===== config.mk =====
export PLATFORM = sky130hd
export DESIGN_NAME = dma_addr_seq
export DESIGN_NICKNAME = d
export VERILOG_FILES = /design/src/rtl/dma_seq_pkg.sv /design/src/rtl/dma_seq_fsm.sv /design/src/rtl/dma_seq_fetch.sv /design/src/rtl/dma_seq_datapath.sv /design/src/rtl/dma_addr_seq.sv
export SDC_FILE = /design/constraint.sdc
export NUM_CORES = 1
export LEC_CHECK = 0
export BUFFER_PORTS_ARGS = -buffer_cell sky130_fd_sc_hd__buf_4
export CELL_PAD_IN_SITES_DETAIL_PLACEMENT = 0
export CELL_PAD_IN_SITES_GLOBAL_PLACEMENT = 1
export CORE_MARGIN = 2
export CORE_UTILIZATION = 40
export DETAILED_ROUTE_END_ITERATION = 12
export PLACE_DENSITY = 0.81
export SLEW_MARGIN = 20
export SYNTH_ARGS = -nofsm -noshare
export SYNTH_HDL_FRONTEND = slang
export SYNTH_SLANG_ARGS = --single-unit

===== constraint.sdc =====
create_clock -name clk -period 3.78 [get_ports clk]
set_input_delay 0.756 -clock clk [delete_from_list [all_inputs] [get_ports clk]]
set_output_delay 0.756 -clock clk [all_outputs]
set_load 0.1 [all_outputs]

===== src/rtl/dma_seq_pkg.sv =====
package dma_seq_pkg;
  typedef enum logic [1:0] {
    ST_IDLE  = 2'b00,
    ST_FETCH = 2'b01,
    ST_RUN   = 2'b10,
    ST_DONE  = 2'b11
  } seq_state_e;

  typedef enum logic [1:0] {
    MODE_LINEAR = 2'b00,
    MODE_RELOAD = 2'b01,
    MODE_CIRC   = 2'b10,
    MODE_DESC   = 2'b11
  } seq_mode_e;

  localparam int unsigned WORD_W        = 32;
  localparam int unsigned STRIDE_W      = 16;
  localparam int unsigned DESC_LAST_BIT = 16;
  localparam int unsigned DESC_WORDS    = 4;
  localparam int unsigned IDX_W         = $clog2(DESC_WORDS);
endpackage


===== src/rtl/dma_seq_fsm.sv =====
module dma_seq_fsm
  import dma_seq_pkg::*;
(
  input  logic       clk,
  input  logic       rst_n,
  input  logic       start,
  input  logic       disable_req,
  input  logic [1:0] mode_in,
  input  logic       cfg_count_zero,
  input  logic       beat,
  input  logic       count_is_one,
  input  logic       fetch_last,
  input  logic       desc_empty,
  input  logic       desc_last,
  output seq_state_e state_q,
  output seq_mode_e  mode_q,
  output logic       load_cfg,
  output logic       load_desc,
  output logic       fetch_start,
  output logic       beat_fire,
  output logic       term_beat
);
  seq_state_e state_d;
  seq_mode_e  mode_sel;
  logic       start_ok;
  logic       dis_eff;
  logic       dis_pend_q, dis_pend_d;
  logic       last_q;

  always_comb begin
    mode_sel    = seq_mode_e'(mode_in);
    start_ok    = (state_q == ST_IDLE) && start &&
                  ((mode_sel == MODE_DESC) || !cfg_count_zero);
    load_cfg    = start_ok && (mode_sel != MODE_DESC);
    fetch_start = start_ok && (mode_sel == MODE_DESC);
    dis_eff     = dis_pend_q || disable_req;
    beat_fire   = (state_q == ST_RUN) && beat;
    term_beat   = beat_fire && count_is_one;
    load_desc   = (state_q == ST_FETCH) && fetch_last && !dis_eff && !desc_empty;
  end

  always_comb begin
    state_d = state_q;
    unique case (state_q)
      ST_IDLE: begin
        if (start_ok) state_d = (mode_sel == MODE_DESC) ? ST_FETCH : ST_RUN;
      end
      ST_FETCH: begin
        if (fetch_last) begin
          if (dis_eff)         state_d = ST_IDLE;
          else if (desc_empty) state_d = desc_last ? ST_DONE : ST_FETCH;
          else                 state_d = ST_RUN;
        end
      end
      ST_RUN: begin
        if (beat_fire) begin
          if (dis_eff) begin
            state_d = ST_IDLE;
          end else if (count_is_one) begin
            unique case (mode_q)
              MODE_LINEAR: state_d = ST_DONE;
              MODE_DESC:   state_d = last_q ? ST_DONE : ST_FETCH;
              default:     state_d = ST_RUN;
            endcase
          end
        end
      end
      default: state_d = ST_IDLE;
    endcase
  end

  always_comb begin
    dis_pend_d = (state_q != ST_IDLE) && (state_d != ST_IDLE) && dis_eff;
  end

  always_ff @(posedge clk or negedge rst_n) begin
    if (!rst_n) begin
      state_q    <= ST_IDLE;
      mode_q     <= MODE_LINEAR;
      last_q     <= 1'b0;
      dis_pend_q <= 1'b0;
    end else begin
      state_q    <= state_d;
      dis_pend_q <= dis_pend_d;
      if (start_ok)  mode_q <= mode_sel;
      if (load_desc) last_q <= desc_last;
    end
  end
endmodule


===== src/rtl/dma_seq_fetch.sv =====
module dma_seq_fetch
  import dma_seq_pkg::*;
#(
  parameter int unsigned AW = 32,
  parameter int unsigned CW = 16
) (
  input  logic                clk,
  input  logic                rst_n,
  input  logic                fetch_start,
  input  logic [AW-1:0]       first_ptr,
  input  logic                in_fetch,
  input  logic                rd_valid,
  input  logic [WORD_W-1:0]   rd_data,
  output logic                rd_req,
  output logic [AW-1:0]       rd_addr,
  output logic                fetch_last,
  output logic                desc_empty,
  output logic                desc_last,
  output logic [AW-1:0]       desc_start,
  output logic [CW-1:0]       desc_count,
  output logic [STRIDE_W-1:0] desc_stride
);
  localparam logic [IDX_W-1:0] IDX_NEXT  = IDX_W'(0);
  localparam logic [IDX_W-1:0] IDX_START = IDX_W'(1);
  localparam logic [IDX_W-1:0] IDX_COUNT = IDX_W'(2);
  localparam logic [IDX_W-1:0] IDX_LAST  = IDX_W'(DESC_WORDS - 1);
  localparam int unsigned      PAD_W     = AW - IDX_W - 2;

  logic [IDX_W-1:0] idx_q, idx_d;
  logic [AW-1:0]    ptr_q, ptr_d;
  logic [AW-1:0]    next_q, next_d;
  logic [AW-1:0]    start_q, start_d;
  logic [CW-1:0]    cnt_q, cnt_d;
  logic             cap;

  always_comb begin
    cap        = in_fetch && rd_valid;
    fetch_last = cap && (idx_q == IDX_LAST);
    rd_req     = in_fetch;
    rd_addr    = ptr_q + {{PAD_W{1'b0}}, idx_q, 2'b00};
    desc_empty = (cnt_q == '0);
    desc_last  = rd_data[DESC_LAST_BIT];
    desc_stride = rd_data[STRIDE_W-1:0];
    desc_start = start_q;
    desc_count = cnt_q;

    idx_d   = idx_q;
    ptr_d   = ptr_q;
    next_d  = next_q;
    start_d = start_q;
    cnt_d   = cnt_q;
    if (fetch_start) begin
      idx_d = '0;
      ptr_d = first_ptr;
    end else if (cap) begin
      idx_d = idx_q + IDX_W'(1);
      unique case (idx_q)
        IDX_NEXT:  next_d  = rd_data[AW-1:0];
        IDX_START: start_d = rd_data[AW-1:0];
        IDX_COUNT: cnt_d   = rd_data[CW-1:0];
        default:   ptr_d   = next_q;
      endcase
    end
  end

  always_ff @(posedge clk or negedge rst_n) begin
    if (!rst_n) begin
      idx_q   <= '0;
      ptr_q   <= '0;
      next_q  <= '0;
      start_q <= '0;
      cnt_q   <= '0;
    end else if (fetch_start || cap) begin
      idx_q   <= idx_d;
      ptr_q   <= ptr_d;
      next_q  <= next_d;
      start_q <= start_d;
      cnt_q   <= cnt_d;
    end
  end
endmodule


===== src/rtl/dma_seq_datapath.sv =====
module dma_seq_datapath
  import dma_seq_pkg::*;
#(
  parameter int unsigned AW = 32,
  parameter int unsigned CW = 16
) (
  input  logic                clk,
  input  logic                rst_n,
  input  logic                load_cfg,
  input  logic                load_desc,
  input  logic                beat_fire,
  input  logic                reload_mode,
  input  logic [AW-1:0]       cfg_addr,
  input  logic [CW-1:0]       cfg_count,
  input  logic [STRIDE_W-1:0] cfg_stride,
  input  logic [AW-1:0]       desc_start,
  input  logic [CW-1:0]       desc_count,
  input  logic [STRIDE_W-1:0] desc_stride,
  output logic [AW-1:0]       addr_q,
  output logic                count_is_one
);
  localparam int unsigned EXT_W = AW - STRIDE_W;

  logic [AW-1:0]       addr_d, base_addr_q, base_addr_d;
  logic [CW-1:0]       cnt_q, cnt_d, base_cnt_q, base_cnt_d;
  logic [STRIDE_W-1:0] stride_q, stride_d;
  logic [AW-1:0]       stride_ext;
  logic                upd, upd_base;

  always_comb begin
    stride_ext   = {{EXT_W{stride_q[STRIDE_W-1]}}, stride_q};
    count_is_one = (cnt_q == CW'(1));
    upd          = load_cfg || load_desc || beat_fire;
    upd_base     = load_cfg || load_desc;

    addr_d      = addr_q;
    cnt_d       = cnt_q;
    stride_d    = stride_q;
    base_addr_d = base_addr_q;
    base_cnt_d  = base_cnt_q;
    if (load_cfg) begin
      addr_d      = cfg_addr;
      cnt_d       = cfg_count;
      stride_d    = cfg_stride;
      base_addr_d = cfg_addr;
      base_cnt_d  = cfg_count;
    end else if (load_desc) begin
      addr_d      = desc_start;
      cnt_d       = desc_count;
      stride_d    = desc_stride;
      base_addr_d = desc_start;
      base_cnt_d  = desc_count;
    end else if (beat_fire) begin
      if (count_is_one && reload_mode) begin
        addr_d = base_addr_q;
        cnt_d  = base_cnt_q;
      end else begin
        addr_d = addr_q + stride_ext;
        cnt_d  = cnt_q - CW'(1);
      end
    end
  end

  always_ff @(posedge clk or negedge rst_n) begin
    if (!rst_n) begin
      addr_q   <= '0;
      cnt_q    <= '0;
      stride_q <= '0;
    end else if (upd) begin
      addr_q   <= addr_d;
      cnt_q    <= cnt_d;
      stride_q <= stride_d;
    end
  end

  always_ff @(posedge clk or negedge rst_n) begin
    if (!rst_n) begin
      base_addr_q <= '0;
      base_cnt_q  <= '0;
    end else if (upd_base) begin
      base_addr_q <= base_addr_d;
      base_cnt_q  <= base_cnt_d;
    end
  end
endmodule


===== src/rtl/dma_addr_seq.sv =====
module dma_addr_seq
  import dma_seq_pkg::*;
#(
  parameter int unsigned AW = 32,
  parameter int unsigned CW = 16
) (
  input  logic                clk,
  input  logic                rst_n,
  input  logic                cfg_start,
  input  logic                cfg_disable,
  input  logic [1:0]          cfg_mode,
  input  logic [AW-1:0]       cfg_addr,
  input  logic [CW-1:0]       cfg_count,
  input  logic [STRIDE_W-1:0] cfg_stride,
  input  logic [AW-1:0]       cfg_desc_ptr,
  input  logic                beat,
  output logic                addr_valid,
  output logic [AW-1:0]       addr,
  output logic                done_irq,
  output logic                full_irq,
  output logic                active,
  output logic                rd_req,
  output logic [AW-1:0]       rd_addr,
  input  logic                rd_valid,
  input  logic [WORD_W-1:0]   rd_data
);
  seq_state_e          state_q;
  seq_mode_e           mode_q;
  logic                load_cfg, load_desc, fetch_start, beat_fire, term_beat;
  logic                count_is_one, fetch_last, desc_empty, desc_last;
  logic [AW-1:0]       desc_start;
  logic [CW-1:0]       desc_count;
  logic [STRIDE_W-1:0] desc_stride;
  logic                reload_mode, in_fetch;

  always_comb begin
    reload_mode = (mode_q == MODE_RELOAD) || (mode_q == MODE_CIRC);
    in_fetch    = (state_q == ST_FETCH);
    addr_valid  = (state_q == ST_RUN);
    active      = (state_q != ST_IDLE);
    done_irq    = term_beat && (mode_q != MODE_CIRC);
    full_irq    = term_beat && (mode_q == MODE_CIRC);
  end

  dma_seq_fsm u_fsm (
    .clk            (clk),
    .rst_n          (rst_n),
    .start          (cfg_start),
    .disable_req    (cfg_disable),
    .mode_in        (cfg_mode),
    .cfg_count_zero (cfg_count == '0),
    .beat           (beat),
    .count_is_one   (count_is_one),
    .fetch_last     (fetch_last),
    .desc_empty     (desc_empty),
    .desc_last      (desc_last),
    .state_q        (state_q),
    .mode_q         (mode_q),
    .load_cfg       (load_cfg),
    .load_desc      (load_desc),
    .fetch_start    (fetch_start),
    .beat_fire      (beat_fire),
    .term_beat      (term_beat)
  );

  dma_seq_fetch #(.AW(AW), .CW(CW)) u_fetch (
    .clk         (clk),
    .rst_n       (rst_n),
    .fetch_start (fetch_start),
    .first_ptr   (cfg_desc_ptr),
    .in_fetch    (in_fetch),
    .rd_valid    (rd_valid),
    .rd_data     (rd_data),
    .rd_req      (rd_req),
    .rd_addr     (rd_addr),
    .fetch_last  (fetch_last),
    .desc_empty  (desc_empty),
    .desc_last   (desc_last),
    .desc_start  (desc_start),
    .desc_count  (desc_count),
    .desc_stride (desc_stride)
  );

  dma_seq_datapath #(.AW(AW), .CW(CW)) u_dp (
    .clk          (clk),
    .rst_n        (rst_n),
    .load_cfg     (load_cfg),
    .load_desc    (load_desc),
    .beat_fire    (beat_fire),
    .reload_mode  (reload_mode),
    .cfg_addr     (cfg_addr),
    .cfg_count    (cfg_count),
    .cfg_stride   (cfg_stride),
    .desc_start   (desc_start),
    .desc_count   (desc_count),
    .desc_stride  (desc_stride),
    .addr_q       (addr),
    .count_is_one (count_is_one)
  );
endmodule


==> run summary, run 1 <==
Synth Warn # - 0
Post-synth top area share - 44.85%
Data arrival, critical path - 2.97 ns
PortBufs - 204
Hold Vio Cnt, Final - 0
Area leader, netlist - dfrtp_1
Worst-margin pin slew - 0.8668 ns
Final Critical Period - 3.726 ns
Final Max Slew Viols - 0
Largest family of logic cells by synthesized area - simple AND/OR/NAND/NOR gates
Post-synth EDFFs - 0
DP HPWL - 28.67 mm
Critical path's largest stage delay - 0.35 ns
Antenna violations before repair - 0
Complex-gate fraction of the synthesized area - 17.46%
Status - finished clean
Rel. slew slack - 42.22%
Global-route wire length before repair - 62.78 mm
Placed Cells incl. Taps - 1982
Post-Syn Nets - 1599
Sequential fraction of the synthesis area - 44.85%
Most common flop cell mapped by yosys - dfrtp_1
Clk sinks - 232
Drt pass-1 iters - 6
# DRC - 0
Die width - 183.9 microns
CP Launch Type - flip-flop
Final WS setup - 0.05376 ns
Critical path class - flip-flop to output port
DR WL/cell - 19.72 microns
CTS tree - built
Clk_skew - 0.009126 ns
#FFs+latches synth - 232
Root buffer cell - clkbuf_16
DIE AREA - 0.03381 sq mm
Largest net degree at the start of global routing - 93
Fillcell total - 2967
CP max FO - 3
H-tree level count - 1
R2R setup slack - 0.49 ns
Min Hold Slack - 0.2572 ns
Max-cap violations - 0
Max Clk Rate - 0.2684 GHz
Final Wtd Congestion - 0.8762
Syn avg cell area - 9.122 sq um
Req. time, crit path - 3.02 ns
Via count - 11439
Starting Density - 40.81%
Simple-Gate Fraction of Synth Area - 18.29%
Pre-CTS WS - 0.05457 ns
XOR/XNOR Fraction of Synth Area - 4.128%
Peak supply drop - 0.6093 mV
Worst Setup End Kind - output port
Gr ovfl total - 0
Nets - 1796
Cts bufs inserted - 28
Clock tree buffer depth - 3
I/O pin cnt - 205
Synth Cell Area - 0.01294 sq mm
Final setup vio count - 0
Hold_buf cts - 0
Pwr Density - 1065 mW/mm^2
CORE AREA - 0.03172 sq mm
Adder-cell share of the synthesized area - 4.369%
Vias/cell - 5.613
Ordered cell list for the critical path - ha_2 -> inv_2 -> fa_2 -> nand3b_1 -> nor2_2 -> and4_4 -> nand2_4 -> nor3_4 -> nand2_2 -> xnor2_4 -> buf_12
Std cell rows - 65
RR Endpoint - u_dp.addr_q[30]
Reg2Reg Depth - 9
Slowest CP cell - dfrtp_1
Vias in the first global route - 11285
Min-Delay Path Class - input port to async pin
Die height - 183.9 microns
Antenna-violating nets left - 0
Total routed wirelength - 40.20 mm
Clock transition at path regs - 0.06 ns
Share of layout cells above drive strength 1 - 25.86%
Worst skew pair latency - 0.54 ns
# diodes - 0
Sum Neg Setup Slack - 0 ns
Mapped Cells - 1419
Lkg Pwr - 7.548 nW
RSZ-0062 raised after global routing - true
Post-Layout Cell Count - 2038
Multiplexer area fraction after synthesis - 7.695%
Synth-to-Final Area Change - 25.13%
Tcrit/Tclk final - 98.58%
Post-synthesis async set-or-reset flop share - 100.0%
Iter 0 DRT Violations - 701
Top cells by area, synth - dfrtp_1, nand2_1, mux2_2, nor2_1, ha_1
All-Layer GR Usage - 23.60%
FF-to-FF Start - u_dp.stride_q[15]
Synth cell types - 71
[placed cells by master, fill, tap and decap left out, types with 8 or more instances in the layout]
cell type  Yosys  layout
o211ai_1      17      17
a31oi_1       50      50
xnor2_2        0       9
nand4_1       11      11
ha_1          42      41
a21o_1        16      16
nor3_1        14      12
o31ai_1        8       8
o21ai_0       60      60
a22oi_1       49      49
buf_4          2     233
a21oi_1       74      74
nand2_1      282     276
nor2_1       156     152
and2_1         8       8
dfrtp_1      232     232
clkbuf_16      0      29
xnor2_1       44      33
xor2_1        17      13
nand3_1       25      24
nor4_1        14      14
and3_1        13      13
mux2_2        84      84
inv_1         24      23
[area by class of cell]
cell class / count / area [sq um] / share of cell area, %
sequential: 232 / 5806 / 35.84
inverter: 24 / 90.09 / 0.5562
timing repair buffer: 245 / 1953 / 12.06
multi-input combinational: 1085 / 6943 / 42.87
clock buffer: 41 / 820.8 / 5.068
tap: 402 / 503.0 / 3.105
clock inverter: 9 / 81.33 / 0.5021
[where the power goes]
part           total, W  internal (W)  leakage (nW)  switching (W)
clock           0.00264       0.00157         0.436        0.00107
sequential      0.00481       0.00372          2.75        0.00109
combinational   0.00980       0.00339          4.36        0.00641
total            0.0172       0.00867          7.55        0.00858
[timing repair]
action                     in CTS  in global routing
pin swaps                       1                  4
setup endpoints to repair      12                 10
buffers inserted                2                  4
gates resized for setup        20                  9
gates cloned                    0                  0
[metal layers]
| layer | vias to the layer above | share of wire [%] | global-route usage [%] |
|---|---|---|---|
| met1 | 5610 | 44 | 31.56 |
| met5 | - | 0 | 0 |
| met4 | 0 | 2.7 | 6.432 |
| li1 | 5440 | - | - |
| met3 | 63 | 5.0 | 2.991 |
| met2 | 326 | 49 | 40.32 |
[kinds of logic after synthesis]
logic type / Yosys count
flops: 232
xor+xnor: 61
mux: 89
buf+inv: 102
simple gates: 552
compound gates: 339
fa+ha+maj: 44
[critical path: cells and delay by family (launching register included)]
kind          cells  cell delay, ns
simple gates      6            1.14
flops             1            0.35
xor+xnor          1            0.17
buf+inv           2            0.23
fa+ha+maj         2            0.53
[cell usage after synthesis (4+ instances only)]
cell type,count
nor3_1,14
and4_1,5
a2111oi_0,7
xor2_1,17
a211oi_1,5
clkbuf_1,51
a21o_1,16
o221ai_1,5
ha_1,42
mux2_2,84
nand4_1,11
buf_1,15
o21a_1,5
dfrtp_1,232
and3_1,13
a21oi_1,74
nor2_1,156
and2_1,8
a22oi_1,49
buf_2,8
a31oi_1,50
o31ai_1,8
o21ai_0,60
nor4_1,14
o22ai_1,5
a2111oi_2,5
inv_1,24
nand2_1,282
mux2i_1,5
o211ai_1,17
nand3_1,25
or3_1,4
xnor2_1,44
nor2b_1,5
[per-stage QoR]
| stage | instance area (sq um) | total power [W] | util [%] |
|---|---|---|---|
| after detailed placement | 15150 | 0.01450 | 47.77 |
| after floorplan | 13080 | 0.01213 | - |
| after global routing | 16200 | 0.01842 | 51.07 |
| final | 16200 | 0.01725 | 51.07 |
| after CTS | 16140 | 0.01725 | 50.89 |
| after global placement | 15150 | 0.01436 | 47.77 |
[registers in the layout, indices dropped and copies added, names as in the netlist, 2 cells and up]
signal and flops:
u_fsm.state_q 2, u_fetch.ptr_q 32, u_dp.base_cnt_q 16, u_fetch.idx_q 2
u_dp.stride_q 16, u_fetch.next_q 32, u_dp.addr_q 32, u_dp.base_addr_q 32
u_fetch.desc_start 32, u_fetch.desc_count 16, u_fsm.mode_q 2, u_dp.cnt_q 16
[worst max-delay path by stage]
stage / cells after the start / from / to
detailed placement: 11 / u_fetch.idx_q[0] / rd_addr[30]
global route: 11 / u_fetch.ptr_q[2] / rd_addr[30]
CTS: 11 / u_fetch.idx_q[1] / rd_addr[27]
finish: 11 / u_fetch.idx_q[0] / rd_addr[30]
global placement: 8 / cfg_count[11] / u_dp.addr_q[24]
floorplan: 11 / u_fetch.idx_q[0] / rd_addr[26]
Power figures use the tool's default switching activity.
==> run 2: changes to the inputs <==
Settings changed: RECOVER_POWER from default to 100.
==> run summary, run 2 (synthesis gave the netlist of run 1 again) <==
Largest net degree at the start of global routing - 93 (unchanged)
Pre-CTS WS - 0.05457 ns (unchanged)
FF-to-FF Start - u_fsm.state_q[1] (was u_dp.stride_q[15])
Global-route wire length before repair - 62.78 mm (unchanged)
CTS tree - built (unchanged)
Req. time, crit path - 3.02 ns (about the same)
Post-Layout Cell Count - 2038 (unchanged)
DP Area - 0.01515 sq mm (unchanged)
Nets - 1796 (unchanged)
Critical path class - flip-flop to output port (unchanged)
Failing checks - max-capacitance violations, max-slew violations
H-tree level count - 1 (unchanged)
Die height - 183.9 microns (unchanged)
Final Wtd Congestion - 0.8762 (unchanged)
Hold path startpoint - cfg_stride[1]
Final Critical Period - 3.723 ns (was 3.726 ns)
Final setup vio count - 0 (unchanged)
Total routed wirelength - 40.24 mm (was 40.20 mm)
Hold Path Sink - u_dp.stride_q[1]
DR WL/cell - 19.74 microns (was 19.72 microns)
Hold Vio Cnt, Final - 0 (unchanged)
Critical path's largest stage delay - 0.35 ns (about the same)
Clk_skew - 0.009167 ns (was 0.009126 ns)
RSZ-0062 raised after global routing - true (unchanged)
Max Clk Rate - 0.2686 GHz (was 0.2684 GHz)
Clk sinks - 232 (unchanged)
Clock transition at path regs - 0.06 ns (about the same)
Share of layout cells above drive strength 1 - 22.56% (was 25.86%)
Min-Delay Path Class - input port to flip-flop (was input port to async pin)
Commonest non-fill, non-tap cells in the layout - nand2_1, dfrtp_1, buf_4 (was nand2_1, buf_4, dfrtp_1)
Reg2Reg Depth - 6 (was 9)
Clock tree buffer depth - 3 (unchanged)
Std cell rows - 65 (unchanged)
Antenna-violating nets left - 0 (unchanged)
Hold Crit Depth - 3
Data arrival, critical path - 2.97 ns (about the same)
Antenna violations before repair - 0 (unchanged)
I/O pin cnt - 205 (unchanged)
Most common cell after layout, fill and taps aside - nand2_1 (unchanged)
Final Max Slew Viols - 126 (was 0)
CP bufs+invs - 2 (unchanged)
Vias/cell - 5.614 (was 5.613)
CP max FO - 3 (unchanged)
Worst Setup End Kind - output port (unchanged)
Ordered cell list for the critical path - ha_2 -> inv_2 -> fa_2 -> nand3b_1 -> nor2_2 -> and4_4 -> nand2_4 -> nor3_4 -> nand2_2 -> xnor2_4 -> buf_12 (unchanged)
Root buffer cell - clkbuf_16 (unchanged)
Vias in the first global route - 11285 (unchanged)
Lkg Pwr - 7.338 nW (was 7.548 nW)
Worst skew pair latency - 0.54 ns (about the same)
DP HPWL - 28.67 mm (unchanged)
Rel. slew slack - -59.93% (was 42.22%)
CORE AREA - 0.03172 sq mm (unchanged)
Final Instance Area - 0.01588 sq mm (was 0.01620 sq mm)
Status - finished, violations left (was finished clean)
R2R setup slack - 0.30 ns (was 0.49 ns)
Drt pass-1 iters - 5 (was 6)
Slowest CP cell - dfrtp_1 (unchanged)
Pwr Density - 1065 mW/mm^2 (about the same)
# DRC - 0 (unchanged)
Gr ovfl total - 0 (unchanged)
Worst-margin pin slew - 2.399 ns (was 0.8668 ns)
PortBufs - 204 (unchanged)
Die width - 183.9 microns (unchanged)
Iter 0 DRT Violations - 753 (was 701)
All-Layer GR Usage - 23.60% (unchanged)
Synth-to-Final Area Change - 22.66% (was 25.13%)
Via count - 11442 (was 11439)
Worst path depth - 11 (unchanged)
Cts bufs inserted - 28 (unchanged)
Gate family responsible for the most delay along the worst path - simple AND/OR/NAND/NOR gates (unchanged)
Peak supply drop - 0.5789 mV (was 0.6093 mV)
Fillcell total - 3023 (was 2967)
CP Launch Type - flip-flop (unchanged)
Final WS setup - 0.05681 ns (was 0.05376 ns)
Placed Cells incl. Taps - 1982 (unchanged)
# diodes - 0 (unchanged)
DIE AREA - 0.03381 sq mm (unchanged)
Tcrit/Tclk final - 98.50% (was 98.58%)
Max-cap violations - 2 (was 0)
Starting Density - 40.81% (unchanged)
RR Endpoint - u_dp.cnt_q[13] (was u_dp.addr_q[30])
## run 2: layout make-up
type	instances	area, sq um	area share (%)
Tap cell	402	503.0	3.168
Sequential cell	232	5806	36.57
Clock buffer	41	820.8	5.170
Multi-Input combinational cell	1085	6900	43.46
Inverter	24	90.09	0.5674
Clock inverter	9	81.33	0.5123
Timing Repair Buffer	245	1675	10.55
## run 2: worst max path at each step
stage,start,endpoint,slack [ns]
3_3_place_gp,cfg_count[11],u_dp.addr_q[24],0.12
6_report,u_fetch.idx_q[0],rd_addr[30],0.06
2_1_floorplan,u_fetch.idx_q[0],rd_addr[26],-0.14
3_5_place_dp,u_fetch.idx_q[0],rd_addr[30],0.05
5_1_grt,u_fetch.ptr_q[2],rd_addr[30],-0.08
4_1_cts,u_fetch.idx_q[1],rd_addr[27],0.008
## run 2: where the power goes
part / switching, W / total, W / internal, W
registers: 0.00109 / 0.00480 / 0.00372
clock network: 0.00107 / 0.00264 / 0.00157
logic: 0.00637 / 0.00947 / 0.00310
## run 2: repair_timing
item	CTS	global route
pin swaps	1	4
setup buffers	2	4
hold buffers	0	0
gates resized for setup	20	9
endpoints found under the setup margin	12	10
## run 2: worst register-to-register path: cells and delay by family, from the launching register on
| kind | cells | cell delay, ns |
|---|---|---|
| and+or+nand+nor | 3 | 1.48 |
| buffers and inverters | 1 | 0.98 |
| AOI/OAI and AO/OA | 2 | 0.49 |
| DFF | 1 | 0.46 |
## run 2: through the flow
step                      total power, W  setup TNS, ns  utilization (%)  hold WS [ns]
after floorplan                  0.01213        -0.1429                -        0.4459
after global placement           0.01436              0            47.77        0.4584
after detailed placement         0.01450              0            47.77        0.4654
after CTS                        0.01725              0            50.89        0.2794
after global routing             0.01808        -0.3375            50.06        0.4325
final                            0.01691              0            50.06        0.4401
## run 2: layer usage
layer | vias to the layer above | global-route usage, % | routed length [microns]
li1 | 5436 | - | -
met4 | 0 | 6.432 | 1104
met1 | 5605 | 31.56 | 17510
met3 | 64 | 2.991 | 2003
met5 | - | 0 | 0
met2 | 337 | 40.32 | 19620
